**config.mk**
```make
export PLATFORM = sky130hd
export DESIGN_NAME = wave_timer
export DESIGN_NICKNAME = d
export VERILOG_FILES = /design/src/rtl/wave_timer_pkg.sv /design/src/rtl/wt_prescale.sv /design/src/rtl/wt_count.sv /design/src/rtl/wt_wave.sv /design/src/rtl/wave_timer.sv
export SDC_FILE = /design/constraint.sdc
export NUM_CORES = 1
export LEC_CHECK = 0
export ABC_AREA = 1
export BUFFER_PORTS_ARGS = -buffer_cell sky130_fd_sc_hd__buf_2
export CELL_PAD_IN_SITES_DETAIL_PLACEMENT = 2
export CELL_PAD_IN_SITES_GLOBAL_PLACEMENT = 2
export CORE_AREA = 2 2 95 97
export DETAILED_ROUTE_END_ITERATION = 8
export DIE_AREA = 0 0 97 99
export GPL_ROUTABILITY_DRIVEN = 1
export PLACE_DENSITY_LB_ADDON = 0.12
export SYNTH_ARGS = -nofsm -noshare
export SYNTH_HDL_FRONTEND = slang
export SYNTH_SLANG_ARGS = --single-unit
```
**constraint.sdc**
```tcl
create_clock -name clk -period 4.8 [get_ports clk]
set_input_delay 0.96 -clock clk [delete_from_list [all_inputs] [get_ports clk]]
set_output_delay 0.96 -clock clk [all_outputs]
set_load 0.03 [all_outputs]
```
**src/rtl/wave_timer_pkg.sv**
```systemverilog
package wave_timer_pkg;

  typedef enum logic [1:0] {
    CNT_MATCH_CLR = 2'd0,
    CNT_RAMP      = 2'd1,
    CNT_TRIANGLE  = 2'd2,
    CNT_SPARE     = 2'd3
  } cnt_mode_e;

  typedef enum logic [1:0] {
    PIN_OFF    = 2'd0,
    PIN_TOGGLE = 2'd1,
    PIN_CLEAR  = 2'd2,
    PIN_SET    = 2'd3
  } pin_mode_e;

  localparam int unsigned SEL_W  = 3;
  localparam int unsigned NUM_CH = 2;

endpackage

```
**src/rtl/wt_prescale.sv**
```systemverilog
module wt_prescale #(
  parameter int unsigned SH_B = 3,
  parameter int unsigned SH_C = 6,
  parameter int unsigned SH_D = 8,
  parameter int unsigned SH_E = 10
) (
  input  logic       clk,
  input  logic       rst,
  input  logic [2:0] sel,
  output logic       tick
);
  localparam int unsigned PRE_W = (SH_E > 0) ? SH_E : 1;
  localparam logic [PRE_W-1:0] PONE = 1;

  logic [PRE_W-1:0] pre_q;
  logic [PRE_W-1:0] lim;
  logic             run;
  int unsigned      sh;

  // Map select code to a power-of-two divide; unused codes halt the tick.
  always_comb begin
    run = 1'b1;
    sh  = 0;
    unique case (sel)
      3'd1:    sh = 0;
      3'd2:    sh = SH_B;
      3'd3:    sh = SH_C;
      3'd4:    sh = SH_D;
      3'd5:    sh = SH_E;
      default: run = 1'b0;
    endcase
    lim = PRE_W'((32'd1 << sh) - 32'd1);
  end

  assign tick = run && (pre_q >= lim);

  always_ff @(posedge clk) begin
    if (rst || !run) begin
      pre_q <= '0;
    end else if (tick) begin
      pre_q <= '0;
    end else begin
      pre_q <= pre_q + PONE;
    end
  end

endmodule

```
**src/rtl/wt_count.sv**
```systemverilog
module wt_count
  import wave_timer_pkg::*;
#(
  parameter int unsigned CNT_W = 8
) (
  input  logic             clk,
  input  logic             rst,
  input  logic             tick,
  input  cnt_mode_e        mode,
  input  logic [CNT_W-1:0] top_in,
  input  logic [CNT_W-1:0] cmp_in,
  output logic [CNT_W-1:0] cnt_q,
  output logic             up_q,
  output logic [CNT_W-1:0] top_act_q,
  output logic [CNT_W-1:0] cmp_act_q,
  output logic             hit_top,
  output logic             hit_cmp
);
  localparam logic [CNT_W-1:0] ONE = 1;

  logic tri_m;
  logic at_load;

  assign tri_m   = (mode == CNT_TRIANGLE);
  assign hit_top = tick && (cnt_q == top_act_q);
  assign hit_cmp = tick && (cnt_q == cmp_act_q);
  // Shadow update point: top of ramp, or bottom of triangle.
  assign at_load = tick && (tri_m ? (cnt_q == '0) : (cnt_q == top_act_q));

  always_ff @(posedge clk) begin
    if (rst) begin
      top_act_q <= '0;
      cmp_act_q <= '0;
    end else if (at_load) begin
      top_act_q <= top_in;
      cmp_act_q <= cmp_in;
    end
  end

  always_ff @(posedge clk) begin
    if (rst) begin
      cnt_q <= '0;
      up_q  <= 1'b1;
    end else if (tick) begin
      if (tri_m) begin
        if (top_act_q == '0) begin
          cnt_q <= '0;
          up_q  <= 1'b1;
        end else if (up_q) begin
          if (cnt_q >= top_act_q) begin
            up_q  <= 1'b0;
            cnt_q <= cnt_q - ONE;
          end else begin
            cnt_q <= cnt_q + ONE;
          end
        end else begin
          if (cnt_q == '0) begin
            up_q  <= 1'b1;
            cnt_q <= cnt_q + ONE;
          end else begin
            cnt_q <= cnt_q - ONE;
          end
        end
      end else begin
        up_q  <= 1'b1;
        cnt_q <= (cnt_q >= top_act_q) ? '0 : cnt_q + ONE;
      end
    end
  end

endmodule

```
**src/rtl/wt_wave.sv**
```systemverilog
module wt_wave
  import wave_timer_pkg::*;
(
  input  logic      clk,
  input  logic      rst,
  input  logic      tick,
  input  cnt_mode_e tmode,
  input  pin_mode_e pmode,
  input  logic      hit,
  input  logic      wrap,
  input  logic      up,
  input  logic      cmp_zero,
  input  logic      cmp_full,
  output logic      pin_q
);
  logic lvl_q;
  logic lvl_n;
  logic inv;
  logic tri_m;
  logic ramp_m;

  assign inv    = (pmode == PIN_SET);
  assign tri_m  = (tmode == CNT_TRIANGLE);
  assign ramp_m = (tmode == CNT_RAMP);

  // Non-inverted PWM level for the next tick.
  always_comb begin
    lvl_n = lvl_q;
    if (ramp_m) begin
      if (wrap)     lvl_n = 1'b1;
      else if (hit) lvl_n = 1'b0;
    end else if (tri_m) begin
      if (cmp_zero)      lvl_n = 1'b0;
      else if (cmp_full) lvl_n = 1'b1;
      else if (hit)      lvl_n = !up;
    end
  end

  always_ff @(posedge clk) begin
    if (rst) begin
      pin_q <= 1'b0;
      lvl_q <= 1'b0;
    end else if (pmode == PIN_OFF) begin
      pin_q <= 1'b0;
    end else if (tick) begin
      if (pmode == PIN_TOGGLE) begin
        if (hit) pin_q <= !pin_q;
      end else if (ramp_m || tri_m) begin
        lvl_q <= lvl_n;
        pin_q <= lvl_n ^ inv;
      end else if (hit) begin
        pin_q <= inv;
      end
    end
  end

endmodule

```
**src/rtl/wave_timer.sv**
```systemverilog
module wave_timer
  import wave_timer_pkg::*;
#(
  parameter int unsigned CNT_W = 8
) (
  input  logic             clk,
  input  logic             rst,
  input  logic [1:0]       mode_i,
  input  logic [2:0]       clk_sel_i,
  input  logic [CNT_W-1:0] top_val_i,
  input  logic [CNT_W-1:0] cmp_val_i,
  input  logic [1:0]       a_pin_mode_i,
  input  logic [1:0]       b_pin_mode_i,
  output logic             wave_a_o,
  output logic             wave_b_o,
  output logic             top_hit_o
);
  cnt_mode_e        tmode;
  logic             tick_w;
  logic [CNT_W-1:0] cnt_w;
  logic             up_w;
  logic [CNT_W-1:0] top_act_w;
  logic [CNT_W-1:0] cmp_act_w;
  logic             hit_top_w;
  logic             hit_cmp_w;

  logic [NUM_CH-1:0] ch_hit;
  logic [NUM_CH-1:0] ch_zero;
  logic [NUM_CH-1:0] ch_full;
  logic [NUM_CH-1:0] ch_pin;
  pin_mode_e         ch_mode [NUM_CH];

  assign tmode = cnt_mode_e'(mode_i);

  wt_prescale u_pre (
    .clk  (clk),
    .rst  (rst),
    .sel  (clk_sel_i),
    .tick (tick_w)
  );

  wt_count #(.CNT_W(CNT_W)) u_cnt (
    .clk       (clk),
    .rst       (rst),
    .tick      (tick_w),
    .mode      (tmode),
    .top_in    (top_val_i),
    .cmp_in    (cmp_val_i),
    .cnt_q     (cnt_w),
    .up_q      (up_w),
    .top_act_q (top_act_w),
    .cmp_act_q (cmp_act_w),
    .hit_top   (hit_top_w),
    .hit_cmp   (hit_cmp_w)
  );

  // Channel 0 compares against the top value, channel 1 against the duty value.
  always_comb begin
    ch_hit[0]  = hit_top_w;
    ch_zero[0] = (top_act_w == '0);
    ch_full[0] = 1'b1;
    ch_mode[0] = pin_mode_e'(a_pin_mode_i);
    ch_hit[1]  = hit_cmp_w;
    ch_zero[1] = (cmp_act_w == '0);
    ch_full[1] = (cmp_act_w >= top_act_w);
    ch_mode[1] = pin_mode_e'(b_pin_mode_i);
  end

  for (genvar ch = 0; ch < NUM_CH; ch++) begin : g_ch
    wt_wave u_wave (
      .clk      (clk),
      .rst      (rst),
      .tick     (tick_w),
      .tmode    (tmode),
      .pmode    (ch_mode[ch]),
      .hit      (ch_hit[ch]),
      .wrap     (hit_top_w),
      .up       (up_w),
      .cmp_zero (ch_zero[ch]),
      .cmp_full (ch_full[ch]),
      .pin_q    (ch_pin[ch])
    );
  end

  always_ff @(posedge clk) begin
    if (rst) top_hit_o <= 1'b0;
    else     top_hit_o <= hit_top_w;
  end

  assign wave_a_o = ch_pin[0];
  assign wave_b_o = ch_pin[1];

endmodule

```
==> results of run 1 <==
## worst register-to-register path, delay by kind of cell (launching register included)
family | cells | cell delay [ns]
AND/OR/NAND/NOR | 7 | 0.79
AO/OA/AOI/OAI | 3 | 0.99
flip-flops | 1 | 0.35
adder cells (fa/ha/maj) | 1 | 0.29
## layout make-up
class / instances / share of cell area
clock buffers: 6 / 0.0216
flip-flops and latches: 40 / 0.239
well taps: 108 / 0.0403
clock inverters: 2 / 0.0104
inverters: 71 / 0.0794
multi-input cells: 318 / 0.564
repair buffers: 30 / 0.0455
## sequential cells by signal, summed over array words and instances, names as in the netlist
name / flops
g_ch.u_wave.lvl_q: 2
g_ch.u_wave.pin_q: 2
top_hit_o: 1
u_cnt.cmp_act_q: 8
u_cnt.cnt_q: 8
u_cnt.top_act_q: 8
u_cnt.up_q: 1
u_pre.pre_q: 10
## synthesized netlist by cell type (3+ instances only)
| library cell | number |
|---|---|
| sky130_fd_sc_hd__nand3_1 | 15 |
| sky130_fd_sc_hd__nor3_1 | 4 |
| sky130_fd_sc_hd__nand4_1 | 7 |
| sky130_fd_sc_hd__buf_4 | 6 |
| sky130_fd_sc_hd__nor2_2 | 5 |
| sky130_fd_sc_hd__inv_1 | 63 |
| sky130_fd_sc_hd__ha_1 | 33 |
| sky130_fd_sc_hd__o21ai_2 | 3 |
| sky130_fd_sc_hd__o21ai_0 | 21 |
| sky130_fd_sc_hd__xor2_1 | 12 |
| sky130_fd_sc_hd__nor3b_2 | 3 |
| sky130_fd_sc_hd__o211ai_1 | 5 |
| sky130_fd_sc_hd__o21ai_1 | 17 |
| sky130_fd_sc_hd__a31oi_1 | 5 |
| sky130_fd_sc_hd__a21oi_1 | 38 |
| sky130_fd_sc_hd__nand2_1 | 86 |
| sky130_fd_sc_hd__inv_2 | 7 |
| sky130_fd_sc_hd__dfxtp_1 | 40 |
| sky130_fd_sc_hd__nor2_1 | 39 |
## power by group through the flow
stage / Clock [mW] / Sequential (mW) / Combinational (mW)
after floorplan: 0 / 0.363 / 0.198
after global placement: 0 / 0.369 / 0.258
after detailed placement: 0 / 0.370 / 0.273
after CTS: 0.298 / 0.362 / 0.279
after global routing: 0.312 / 0.365 / 0.313
final: 0.290 / 0.362 / 0.274
## cell families (layout without fill, tap and decap cells)
group / Yosys count / count (layout) / synth area share
simple gates: 170 / 170 / 0.256
compound gates: 100 / 100 / 0.191
buf+inv: 82 / 109 / 0.112
flops: 40 / 40 / 0.264
fa+ha+maj: 33 / 33 / 0.136
xor+xnor: 14 / 14 / 0.0404
other cells: 1 / 1 / 0.00124
## final timing paths
kind             startpoint            endpoint  slack (ns)  cells after the start
min reg2reg  u_pre.pre_q[0]      u_pre.pre_q[0]        0.48                      1
max            clk_sel_i[1]  u_cnt.cmp_act_q[7]        0.99                     19
min          u_pre.pre_q[0]      u_pre.pre_q[0]        0.48                      1
max reg2reg  u_pre.pre_q[8]  u_cnt.cmp_act_q[7]        2.25                     11
## metal layers
metal / wire length, um / up-vias / track usage
li1: - / 1487 / -
met1: 4310 / 1419 / 0.258
met2: 4720 / 28 / 0.381
met3: 199 / 10 / 0.0333
met4: 110 / 0 / 0.0520
met5: 0 / - / 0
## metrics by stage
| step | hold slack, ns | setup slack, ns | cell area (sq um) | total power, mW |
|---|---|---|---|---|
| 6_report | 0.478 | 0.991 | 3360 | 0.926 |
| 5_1_grt | 0.510 | 0.579 | 3360 | 0.990 |
| 4_1_cts | 0.488 | 0.926 | 3360 | 0.940 |
| 3_5_place_dp | 0.468 | 0.621 | 3250 | 0.643 |
| 3_3_place_gp | 0.454 | 0.842 | 3250 | 0.627 |
| 2_1_floorplan | 0.430 | 1.60 | 3040 | 0.561 |
==> flow_results.org, run 1 <==
** Run status
- Run status :: completed

** Yosys
- Post-synthesis cell area :: around 3000 sq um
- Asr flop ratio synth :: 0
- Mapped Avg Cell Area :: between 6 and 7 sq um
- The share of synthesized area in the top cell type comes to 0.264.
- EDFF count, synth :: 0
- After synthesis the netlist holds a flip-flop and latch count of 40.
- Of all cell types, the one taking the most synthesized area is sky130_fd_sc_hd__dfxtp_1.
- For this run, the register share of the synthesized area comes to 0.264.
- Synthesized netlist cell count :: 440
- After synthesis, the netlist uses between 40 and 50 different library cells.
- Cell types occupying the most area after synthesis :: sky130_fd_sc_hd__dfxtp_1, sky130_fd_sc_hd__ha_1, sky130_fd_sc_hd__nand2_1, sky130_fd_sc_hd__inv_1, sky130_fd_sc_hd__a21oi_1
- Synthesized Nets :: 500
- Total number of yosys warnings :: 0
- Primary FF master, synth :: sky130_fd_sc_hd__dfxtp_1

** Pwr
- Clock network fraction of design power :: 0.313
- VDD sags by at most between 0.1 and 0.15 mV.
- Of the total power, the share spent switching nets is 0.355.
- Internal power :: 0.597 mW
- In this run the power spent charging and discharging nets is around 0.33 mW.
- Ratio of total power to cell area :: around 280 nW/um^2
- Leakage power figure :: around 1.6 nW
- The share of total power dissipated in sequential elements is 0.391.
- Of the total power, combinational logic draws 0.296.

** Min path
- The min-delay analysis places its worst path in the category register to register.

** Cells and area
- Leaving out fill and tap cells, the most frequent cells in the layout are sky130_fd_sc_hd__nand2_1, sky130_fd_sc_hd__inv_1, sky130_fd_sc_hd__dfxtp_1.
- Final cell count without fillers :: approximately 580
- Layout overhead on the synthesized area :: 10.6%
- Register cell area after layout :: around 800 sq um
- Layout Nets :: around 530
- Number of filler instances in the final layout :: between 1,000 and 1,500
- Commonest non-fill, non-tap cell in the layout :: sky130_fd_sc_hd__nand2_1
- Proportion of layout cells with a drive suffix above 1 :: 0.139
- At the end of the flow the core is filled with cells to 0.393.
- Final antenna diode count :: 0
- Summing all multi-input logic gate instances after layout gives around 1900 sq um.

** Timing
- Worst Skew :: about 0.0064 ns
- Setup violations remaining at the end of the flow were counted as 0.
- The number of hold violations in the final report came to 0.
- In the finished design, the share of the clock period the worst path needs comes to 0.793.
- Worst relative slew slack :: 0.189
- Total Neg Setup Slack :: 0 ns
- Peak clock frequency supported by timing :: about 260 MHz
- Setup repair after global routing left no endpoint under its margin.
- At the pin with the least slew margin, the transition time is roughly 1.2 ns.
- Post-layout minimum cycle time :: 3.81 ns
- Total count of max-transition violations in the final report :: 0

** Clocking
- Clock root buffer master :: sky130_fd_sc_hd__clkbuf_8
- Clock latency on the worst-skew pair :: 0.31 ns
- After clock tree synthesis, the clock-pin slew on the worst setup and hold paths is approximately 0.090 ns.
- Clock Sink Count :: 40
- Number of buffers inserted by hold repair at cts :: 0
- Total number of H-tree levels :: 2
- Postcts setup bufs :: 0
- CTS tree :: yes
- Number of buffers created by CTS :: 5
- Maximum buffer depth of the clock tree :: 2
- Gates resized, CTS repair :: 0

** Drt
- Final routed wire length divided by cell count :: around 16 um
- Remaining design rule violation count :: 0
- Total number of vias :: around 3,000
- Drt initial violations :: 49
- In the routed layout, each cell is associated on average with a via count of a little over 5.
- In this run the remaining antenna-violating nets after routing total 0.
- Number of search-and-repair iterations in the first detailed-routing pass :: 3
- For this block, the routed nets add up to just over 9000 um of wire.

** Global routing
- For this run the aggregate overflow at the end of global routing stands at 0.
- The first global-routing pass estimated 16,300 um of wire.
- The number of global-route vias before repair is between 3,000 and 4,000.
- Entering global routing, the biggest net connects 32 pins.
- All-layer global routing usage :: 0.209
- Initial antenna violation count :: 0

** Run
- Number of max-cap violations :: 0

** Critical path
- In this design, the critical path's most frequently occurring cell is sky130_fd_sc_hd__nand2_1.
- Crit. End Element :: register
- Worst EP arrival :: approximately 4.0 ns
- Critical path class :: input port to register
- The slowest stage of the critical path belongs to the cell sky130_fd_sc_hd__o211ai_2.
- Buffers and inverters on the worst path :: 3
- Startpoint types :: input port
- The critical path goes through buf_2 -> inv_1 -> nor2_2 -> nor2_1 -> inv_1 -> ha_1 -> o21ai_0 -> o21ai_0 -> ha_1 -> nand2_1 -> nor2_2 -> nand2_1 -> nand2_1 -> nand2_1 -> nand3_2 -> and2_4 -> o211ai_2 -> o21ai_0 -> a21oi_1.
- Of all nets on the critical path, the largest fanout is 31.
- The largest single stage delay on the critical path is between 0.5 and 0.6 ns.
- Req. time, crit path :: 4.95 ns
- Cell class contributing the biggest share of worst-path delay :: compound AO/OA/AOI/OAI gates

** Floorplanning
- # IOs :: 30
- Die Span X :: ~97 um
- The floorplan step defined a core boundary enclosing 8550 sq um.
- Initial cell density of the core :: 0.355
- Row generation in the floorplan step produced 34 rows.
- The die is around 99 um tall.
- The die covers 9600 sq um.

** Placement
- Counting tap cells, the placed design contains a total of between 500 and 600 instances.
- At the end of routability-driven placement, the weighted congestion stood at 0.754.
- Count of buffers inserted at the top-level ports :: 29
- DP Wirelength :: roughly 7200 um
(Power assumes the default switching activity.)
==> inputs of run 2 (changes only) <==
--- a/config.mk
+++ b/config.mk
@@ -9,9 +9,9 @@
 export BUFFER_PORTS_ARGS = -buffer_cell sky130_fd_sc_hd__buf_2
 export CELL_PAD_IN_SITES_DETAIL_PLACEMENT = 2
 export CELL_PAD_IN_SITES_GLOBAL_PLACEMENT = 2
-export CORE_AREA = 2 2 95 97
+export CORE_AREA = 2 2 104 106
 export DETAILED_ROUTE_END_ITERATION = 8
-export DIE_AREA = 0 0 97 99
+export DIE_AREA = 0 0 106 108
 export GPL_ROUTABILITY_DRIVEN = 1
 export PLACE_DENSITY_LB_ADDON = 0.12
 export SYNTH_ARGS = -nofsm -noshare
==> constraint.sdc (replaced) <==
create_clock -name clk -period 3.45 [get_ports clk]
set_input_delay 0.69 -clock clk [delete_from_list [all_inputs] [get_ports clk]]
set_output_delay 0.69 -clock clk [all_outputs]
set_load 0.03 [all_outputs]
==> run 2 against run 1 <==
Compared with the run above:
- largest cell class unchanged
- sequential power grew 39%
- cell area grew 1.1%
- combinational power grew 35%
- non-clock buffer count grew 2
- power grew 32%
- sequential share of layout area shrank 0.26 points
- global-route usage shrank 3.9 points
- register-to-register slack lost 1.1 ns
- setup slack lost 0.58 ns
- critical endpoint is now u_cnt.cmp_act_q[0]
==> flow_results.org, run 2 (synthesis results as in run 1) <==
** Critical path
- Crit. End Element :: register (unchanged)
- Startpoint types :: input port (unchanged)
- The master of the slowest instance on the critical path was sky130_fd_sc_hd__ha_1 (was sky130_fd_sc_hd__o211ai_2).
- The cell type group with the largest total delay on the critical path is simple AND/OR/NAND/NOR gates (was compound AO/OA/AOI/OAI gates).
- Req. time, crit path :: 3.65 ns (was 4.95 ns)
- The cell seen most often among critical-path stages is sky130_fd_sc_hd__nand2_1 (unchanged).
- The stage delay of the slowest cell on the critical path is 0.28 ns (was 0.52 ns).
- The number of buffer and inverter instances along the worst setup path is 4 (was 3).
- Critical Path, Cell by Cell :: buf_2 -> inv_1 -> nor2_2 -> nor2_1 -> inv_1 -> ha_1 -> o21ai_0 -> o21ai_0 -> ha_1 -> nand2_1 -> nor2_2 -> nand2_1 -> nand2_1 -> nand2_1 -> nand3_2 -> and2_4 -> o211ai_2 -> buf_4 -> o21ai_0 -> a21oi_1 (was buf_2 -> inv_1 -> nor2_2 -> nor2_1 -> inv_1 -> ha_1 -> o21ai_0 -> o21ai_0 -> ha_1 -> nand2_1 -> nor2_2 -> nand2_1 -> nand2_1 -> nand2_1 -> nand3_2 -> and2_4 -> o211ai_2 -> o21ai_0 -> a21oi_1)
- The minimum setup slack among reg-to-reg paths is 1.13 ns (was 2.25 ns).
- Critical path fanouts, max :: 32 (was 31)
- Critical path class :: input port to register (unchanged)
- Worst EP arrival :: 3.24 ns (was 3.96 ns)

** Timing
- The number of setup violations in the final report is 0 (unchanged).
- Total Neg Setup Slack :: 0 ns (unchanged)
- RSZ-0062 raised after global routing: false (unchanged).
- The number of hold violations in the final report came to 0 (unchanged).
- Tightest hold margin :: 0.490 ns (was 0.478 ns)
- Dividing the final minimum period by the clock period gives 0.882.
- Post-layout minimum cycle time :: roughly 3.0 ns
- The tightest slew margin relative to the limit came to 0.568 (was 0.189).
- The post-route clock skew is 0.0147 ns (was 0.00637 ns).
- Actual transition at the worst max-transition pin :: 0.641 ns (was 1.21 ns)
- The number of max-slew violations in the final report is 0 (unchanged).
- Peak clock frequency supported by timing :: 329 MHz

** Cells and area
- The number of inserted diodes came to 0 (unchanged).
- Most frequent cells in the layout :: sky130_fd_sc_hd__nand2_1, sky130_fd_sc_hd__inv_1, sky130_fd_sc_hd__dfxtp_1 (unchanged)
- Commonest non-fill, non-tap cell in the layout :: sky130_fd_sc_hd__nand2_1 (unchanged)
- The final-layout fill cell count is 1,261 (was 1,024).
- Final cell count without fillers :: 605 (was 575)
- Largest register FFs :: 10 (unchanged)
- The growth of design area from synthesis to finish came to 11.8% (was 10.6%).
- Layout Nets :: 528 (was 526)
- Top reg by flops :: u_pre.pre_q (unchanged)
- The fraction of layout instances using a drive strength above 1 came to 0.143 (was 0.139).

** Clocking
- Total number of H-tree levels :: 2 (unchanged)
- Number of buffers created by CTS :: 5 (unchanged)
- The post-cts gate resize count came to 0 (unchanged).
- Clock root buffer master :: sky130_fd_sc_hd__clkbuf_8 (unchanged)
- The TritonCTS clock tree is yes (unchanged).
- The largest buffer count on any clock path came to 2 (unchanged).
- The clock sink total is 40 (unchanged).
- Clock transition at path regs :: 0.10 ns (was 0.09 ns)
- Postcts setup bufs :: 0 (unchanged)
- The source-to-sink clock delay at the later pin of the worst-skew pair was 0.31 ns (about the same).
- The number of buffers inserted for hold repair after clock tree synthesis was 0 (unchanged).

** Floorplanning
- The x dimension of the die came to 106 um (was 97 um).
- # IOs :: 30 (unchanged)
- The area of the core was 10,200 sq um (was 8550 sq um).
- Vertical die dimension :: 108 um (was 99 um)
- The overall die area came to 11,400 sq um (was 9600 sq um).
- Initial cell density of the core :: 0.297 (was 0.355)
- Number of rows in the core area :: 37 (was 34)

** Run status
- Run status :: completed (unchanged)

** Global routing
- The largest net degree at the start of global routing is 33 (was 32).
- The total routing resource utilization after global routing was 0.170 (was 0.209).
- Wire length of the first global-routing pass :: 15,500 um (was 16,300 um)
- Number of global-route vias before repair :: 3,174 (was 3,310)
- Initial antenna violation count :: 0 (unchanged)
- Overall overflow remaining after global route :: 0 (unchanged)

** Min path
- The classification of the worst-slack hold path is register to register (unchanged).

** Drt
- Drt via density :: 4.84 (was 5.12)
- Remaining design rule violation count :: 0 (unchanged)
- Final routed wire length divided by cell count :: 14.9 um (was 16.3 um)
- The post-route antenna net violation count came to 0 (unchanged).
- Total number of vias :: 2,928 (was 2,944)
- Number of search-and-repair iterations in the first detailed-routing pass :: 6 (was 3)
- Drt initial violations :: 69 (was 49)
- The final wirelength was 8990 um (was 9340 um).

** Placement
- The routability congestion estimate from global placement was 0.726 (was 0.754).
- DP Wirelength :: 7410 um (was 7230 um)
- Placed Instances :: 597 (was 567)
- The count of input and output buffers came to 29 (unchanged).

** Run
- Number of max-cap violations :: 0 (unchanged)

** Pwr
- Final total power :: 1.22 mW (was 0.926 mW)
- The static leakage power is 1.62 nW (about the same).
- Worst IR drop on VDD :: 0.148 mV (was 0.107 mV)
- Ratio of total power to cell area :: 360 nW/um^2 (was 276 nW/um^2)
run 2: cell type report:
type | count | area [sq um] | share of cell area
clock buffers | 7 | 86.3 | 0.0254
clock inverters | 1 | 7.51 | 0.00221
inverters | 71 | 267 | 0.0785
multi-input cells | 318 | 1890 | 0.558
flip-flops and latches | 40 | 801 | 0.236
well taps | 136 | 170 | 0.0501
repair buffers | 32 | 168 | 0.0494
run 2: per-stage QoR:
stage | cell area [sq um] | setup slack (ns) | util
final | 3390 | 0.408 | 0.332
after floorplan | 3040 | 0.519 | -
after detailed placement | 3300 | 0.0470 | 0.322
after global routing | 3390 | 0.115 | 0.332
after global placement | 3300 | 0.238 | 0.322
after CTS | 3390 | 0.385 | 0.332
run 2: path summary, 6_finish.rpt:
kind,start,to,cells past startpoint
max,clk_sel_i[1],u_cnt.cmp_act_q[0],20
min,u_pre.pre_q[0],u_pre.pre_q[0],1
max reg2reg,u_cnt.cnt_q[0],u_cnt.cnt_q[3],13
min reg2reg,u_pre.pre_q[0],u_pre.pre_q[0],1
run 2: metal layers:
layer | GRT usage | vias to the layer above | wire [um]
li1 | - | 1491 | -
met1 | 0.220 | 1405 | 4380
met2 | 0.299 | 28 | 4380
met3 | 0.0289 | 4 | 194
met4 | 0.0385 | 0 | 41
met5 | 0 | - | 0
run 2: worst register-to-register path, cell delays in order, from the launching register on:
cell	delay (ns)
sky130_fd_sc_hd__dfxtp_1	0.46
sky130_fd_sc_hd__inv_2	0.12
sky130_fd_sc_hd__ha_1	0.29
sky130_fd_sc_hd__nand4_1	0.11
sky130_fd_sc_hd__nor2_2	0.23
sky130_fd_sc_hd__nor2_1	0.08
sky130_fd_sc_hd__nand2_1	0.11
sky130_fd_sc_hd__inv_1	0.12
sky130_fd_sc_hd__nand2_1	0.12
sky130_fd_sc_hd__nand2_1	0.11
sky130_fd_sc_hd__nand2_1	0.18
sky130_fd_sc_hd__nor2_1	0.06
sky130_fd_sc_hd__nor3_1	0.14
sky130_fd_sc_hd__nor2_1	0.06
run 2: power by group:
part | leakage [nW] | internal [mW] | switching (mW)
Combinational | 1.25 | 0.136 | 0.233
Sequential | 0.323 | 0.480 | 0.0236
Clock | 0.0445 | 0.163 | 0.188
Total | 1.62 | 0.779 | 0.444
==> inputs of run 3 (changes only) <==
--- a/config.mk
+++ b/config.mk
@@ -9,9 +9,10 @@
 export BUFFER_PORTS_ARGS = -buffer_cell sky130_fd_sc_hd__buf_2
 export CELL_PAD_IN_SITES_DETAIL_PLACEMENT = 2
 export CELL_PAD_IN_SITES_GLOBAL_PLACEMENT = 2
-export CORE_AREA = 2 2 104 106
+export CORE_AREA = 2 2 95 97
+export CTS_CLUSTER_DIAMETER = 80
 export DETAILED_ROUTE_END_ITERATION = 8
-export DIE_AREA = 0 0 106 108
+export DIE_AREA = 0 0 97 99
 export GPL_ROUTABILITY_DRIVEN = 1
 export PLACE_DENSITY_LB_ADDON = 0.12
 export SYNTH_ARGS = -nofsm -noshare
==> constraint.sdc (replaced) <==
create_clock -name clk -period 3.85 [get_ports clk]
set_input_delay 0.77 -clock clk [delete_from_list [all_inputs] [get_ports clk]]
set_output_delay 0.77 -clock clk [all_outputs]
set_load 0.03 [all_outputs]
==> run 3 against run 2 <==
Compared with the run above:
- core utilization increased by 6.2 points
- register-to-register slack improved by 0.36 ns
- die area decreased by 16%
- via count increased by 0.65%
- critical path type unchanged
==> flow_results.org, run 3 (synthesis results as in run 1) <==
** Pwr
- Ratio of total power to cell area :: 338 nW/um^2 (was 360 nW/um^2)
- Final total power :: 1.14 mW (was 1.22 mW)
- Worst IR drop on VDD :: 0.173 mV (was 0.148 mV)
- Leakage power figure :: 1.62 nW (about the same)

** Timing
- Final setup violation count :: 0 (unchanged)
- Timing would allow up to 306 MHz.
- The number of hold violations in the final report is 0 (unchanged).
- The number of max-slew violations in the final report is 0 (unchanged).
- The post-route worst hold slack is 0.477 ns (was 0.490 ns).
- Counting I/O delays and the setup requirement, the final critical path takes 3.26 ns.
- RSZ-0062 raised after global routing :: false (unchanged)
- Period Utilization, post-route :: 0.848
- The sum of negative setup slack was 0 ns (unchanged).
- Worst Skew :: 0.00549 ns (was 0.0147 ns)
- The tightest slew margin relative to the limit came to 0.572 (was 0.568).
- The actual transition at the worst max-transition pin was 0.636 ns (was 0.641 ns).

** Global routing
- The total routing resource utilization after global routing was 0.193 (was 0.170).
- Wire length of the first global-routing pass :: 15,200 um (was 15,500 um)
- The initial antenna violation count came to 0 (unchanged).
- Pin count of the biggest net entering global routing :: 33 (unchanged)
- Overall overflow remaining after global route :: 0 (unchanged)
- The number of global-route vias before repair was 3,208 (was 3,174).

** Cells and area
- Commonest non-fill, non-tap cell in the layout :: sky130_fd_sc_hd__nand2_1 (unchanged)
- The final-layout fill cell count was 1,078 (was 1,261).
- Layout Nets :: 527 (was 528)
- Final antenna diode count :: 0 (unchanged)
- The flip-flop count of the largest register, all copies and words added is 10 (unchanged).
- Most frequent cells in the layout :: sky130_fd_sc_hd__nand2_1, sky130_fd_sc_hd__inv_1, sky130_fd_sc_hd__dfxtp_1 (unchanged)
- The register with the most flip-flops is u_pre.pre_q (unchanged).
- The fraction of layout instances using a drive strength above 1 is 0.141 (was 0.143).
- The growth of design area from synthesis to finish was 10.8% (was 11.8%).

** Critical path
- Startpoint types :: input port (unchanged)
- The kind of end point of the critical path is a register (unchanged).
- Req. time, crit path :: 4.03 ns (was 3.65 ns)
- Worst EP arrival :: 3.45 ns (was 3.24 ns)
- Critical path fanouts, max :: 32 (unchanged)
- Critical path class :: input port to register (unchanged)

** Clocking
- The maximum level of the CTS H-tree came to 2 (unchanged).
- Gates resized, CTS repair :: 0 (unchanged)
- The master cell of the clock root buffer is sky130_fd_sc_hd__clkbuf_8 (unchanged).
- The clock sink total was 40 (unchanged).
- The post-CTS repair timing setup buffer count is 0 (unchanged).
- The TritonCTS clock tree was yes (unchanged).
- The number of buffers inserted for hold repair after clock tree synthesis came to 0 (unchanged).
- Clock latency on the worst-skew pair :: 0.30 ns (was 0.31 ns)
- The number of buffers created by CTS was 5 (unchanged).
- Maximum buffer depth of the clock tree :: 2 (unchanged)
- Clock transition at path regs :: 0.08 ns (was 0.10 ns)

** Floorplanning
- The x dimension of the die is 97 um (was 106 um).
- Vertical die dimension :: 99 um (was 108 um)
- Core Region :: 8550 sq um (was 10,200 sq um)
- The overall die area came to 9600 sq um (was 11,400 sq um).
- The starting utilization of the core area came to 0.355 (was 0.297).
- The row count is 34 (was 37).
- The number of ports placed on the die boundary is 30 (unchanged).

** Drt
- The total via count after detailed routing came to 2,947 (was 2,928).
- Remaining design rule violation count :: 0 (unchanged)
- Total wirelength of the detailed-routed design :: 8770 um (was 8990 um)
- Drt via density :: 5.12 (was 4.84)
- The detailed-route wire length per cell was 15.2 um (was 14.9 um).
- The number of design-rule violations left by the first detailed-router iteration came to 52 (was 69).
- The post-route antenna net violation count came to 0 (unchanged).
- The first-pass iteration count of the detailed router was 4 (was 6).

** Placement
- The routability congestion estimate from global placement came to 0.761 (was 0.726).
- The post-DP HPWL came to 7170 um (was 7410 um).
- The count of input and output buffers is 29 (unchanged).

** Run
- The number of max-cap violations is 0 (unchanged).

** Run status
- Run status :: completed (unchanged)

** Min path
- The classification of the worst-slack hold path was register to register (unchanged).
## run 3: cell type report
cell class,count,area (sq um),area share
clock buffer,6,72.6,0.0216
sequential,40,801,0.238
inverter,71,267,0.0792
multi-input combinational,318,1890,0.563
timing repair buffer,31,160,0.0476
clock inverter,2,35.0,0.0104
tap,108,135,0.0402
## run 3: layer usage
layer	vias up	track usage	wire [um]
met2	25	0.361	4450
met1	1424	0.233	4020
met3	9	0.0305	203
li1	1489	-	-
met5	-	0	0
met4	0	0.0390	95
## run 3: where the power goes
part	internal [mW]	leakage (nW)	total [mW]	switching, mW
sequential	0.430	0.323	0.451	0.0210
combinational	0.121	1.25	0.334	0.213
clock	0.193	0.0552	0.352	0.159
total	0.744	1.62	1.14	0.393
## run 3: through the flow
stage | util | setup slack (ns) | cell area [sq um] | instances
floorplan | - | 0.839 | 3040 | 440
global placement | 0.381 | 0.457 | 3260 | 568
detailed placement | 0.381 | 0.265 | 3260 | 568
CTS | 0.393 | 0.585 | 3360 | 576
global route | 0.393 | 0.197 | 3360 | 576
finish | 0.393 | 0.586 | 3360 | 576
## run 3: final timing paths
check / slack [ns] / end / cells after the start / from
min reg2reg: 0.48 / u_pre.pre_q[0] / 1 / u_pre.pre_q[0]
max: 0.59 / u_cnt.cmp_act_q[0] / 20 / clk_sel_i[1]
max reg2reg: 1.49 / u_cnt.cnt_q[3] / 12 / u_cnt.cnt_q[2]
min: 0.48 / u_pre.pre_q[0] / 1 / u_pre.pre_q[0]
## run 3: worst max-delay path, stage by stage
cell and delay (ns):
sky130_fd_sc_hd__buf_2 0.11, sky130_fd_sc_hd__inv_1 0.08, sky130_fd_sc_hd__nor2_2 0.06, sky130_fd_sc_hd__nor2_1 0.16, sky130_fd_sc_hd__inv_1 0.12, sky130_fd_sc_hd__ha_1 0.23, sky130_fd_sc_hd__o21ai_0 0.16, sky130_fd_sc_hd__o21ai_0 0.12
sky130_fd_sc_hd__ha_1 0.28, sky130_fd_sc_hd__nand2_1 0.06, sky130_fd_sc_hd__nor2_2 0.12, sky130_fd_sc_hd__nand2_1 0.07, sky130_fd_sc_hd__nand2_1 0.06, sky130_fd_sc_hd__nand2_1 0.06, sky130_fd_sc_hd__nand3_2 0.08, sky130_fd_sc_hd__and2_4 0.29
sky130_fd_sc_hd__o211ai_2 0.11, sky130_fd_sc_hd__buf_4 0.24, sky130_fd_sc_hd__o21ai_0 0.19, sky130_fd_sc_hd__a21oi_1 0.06
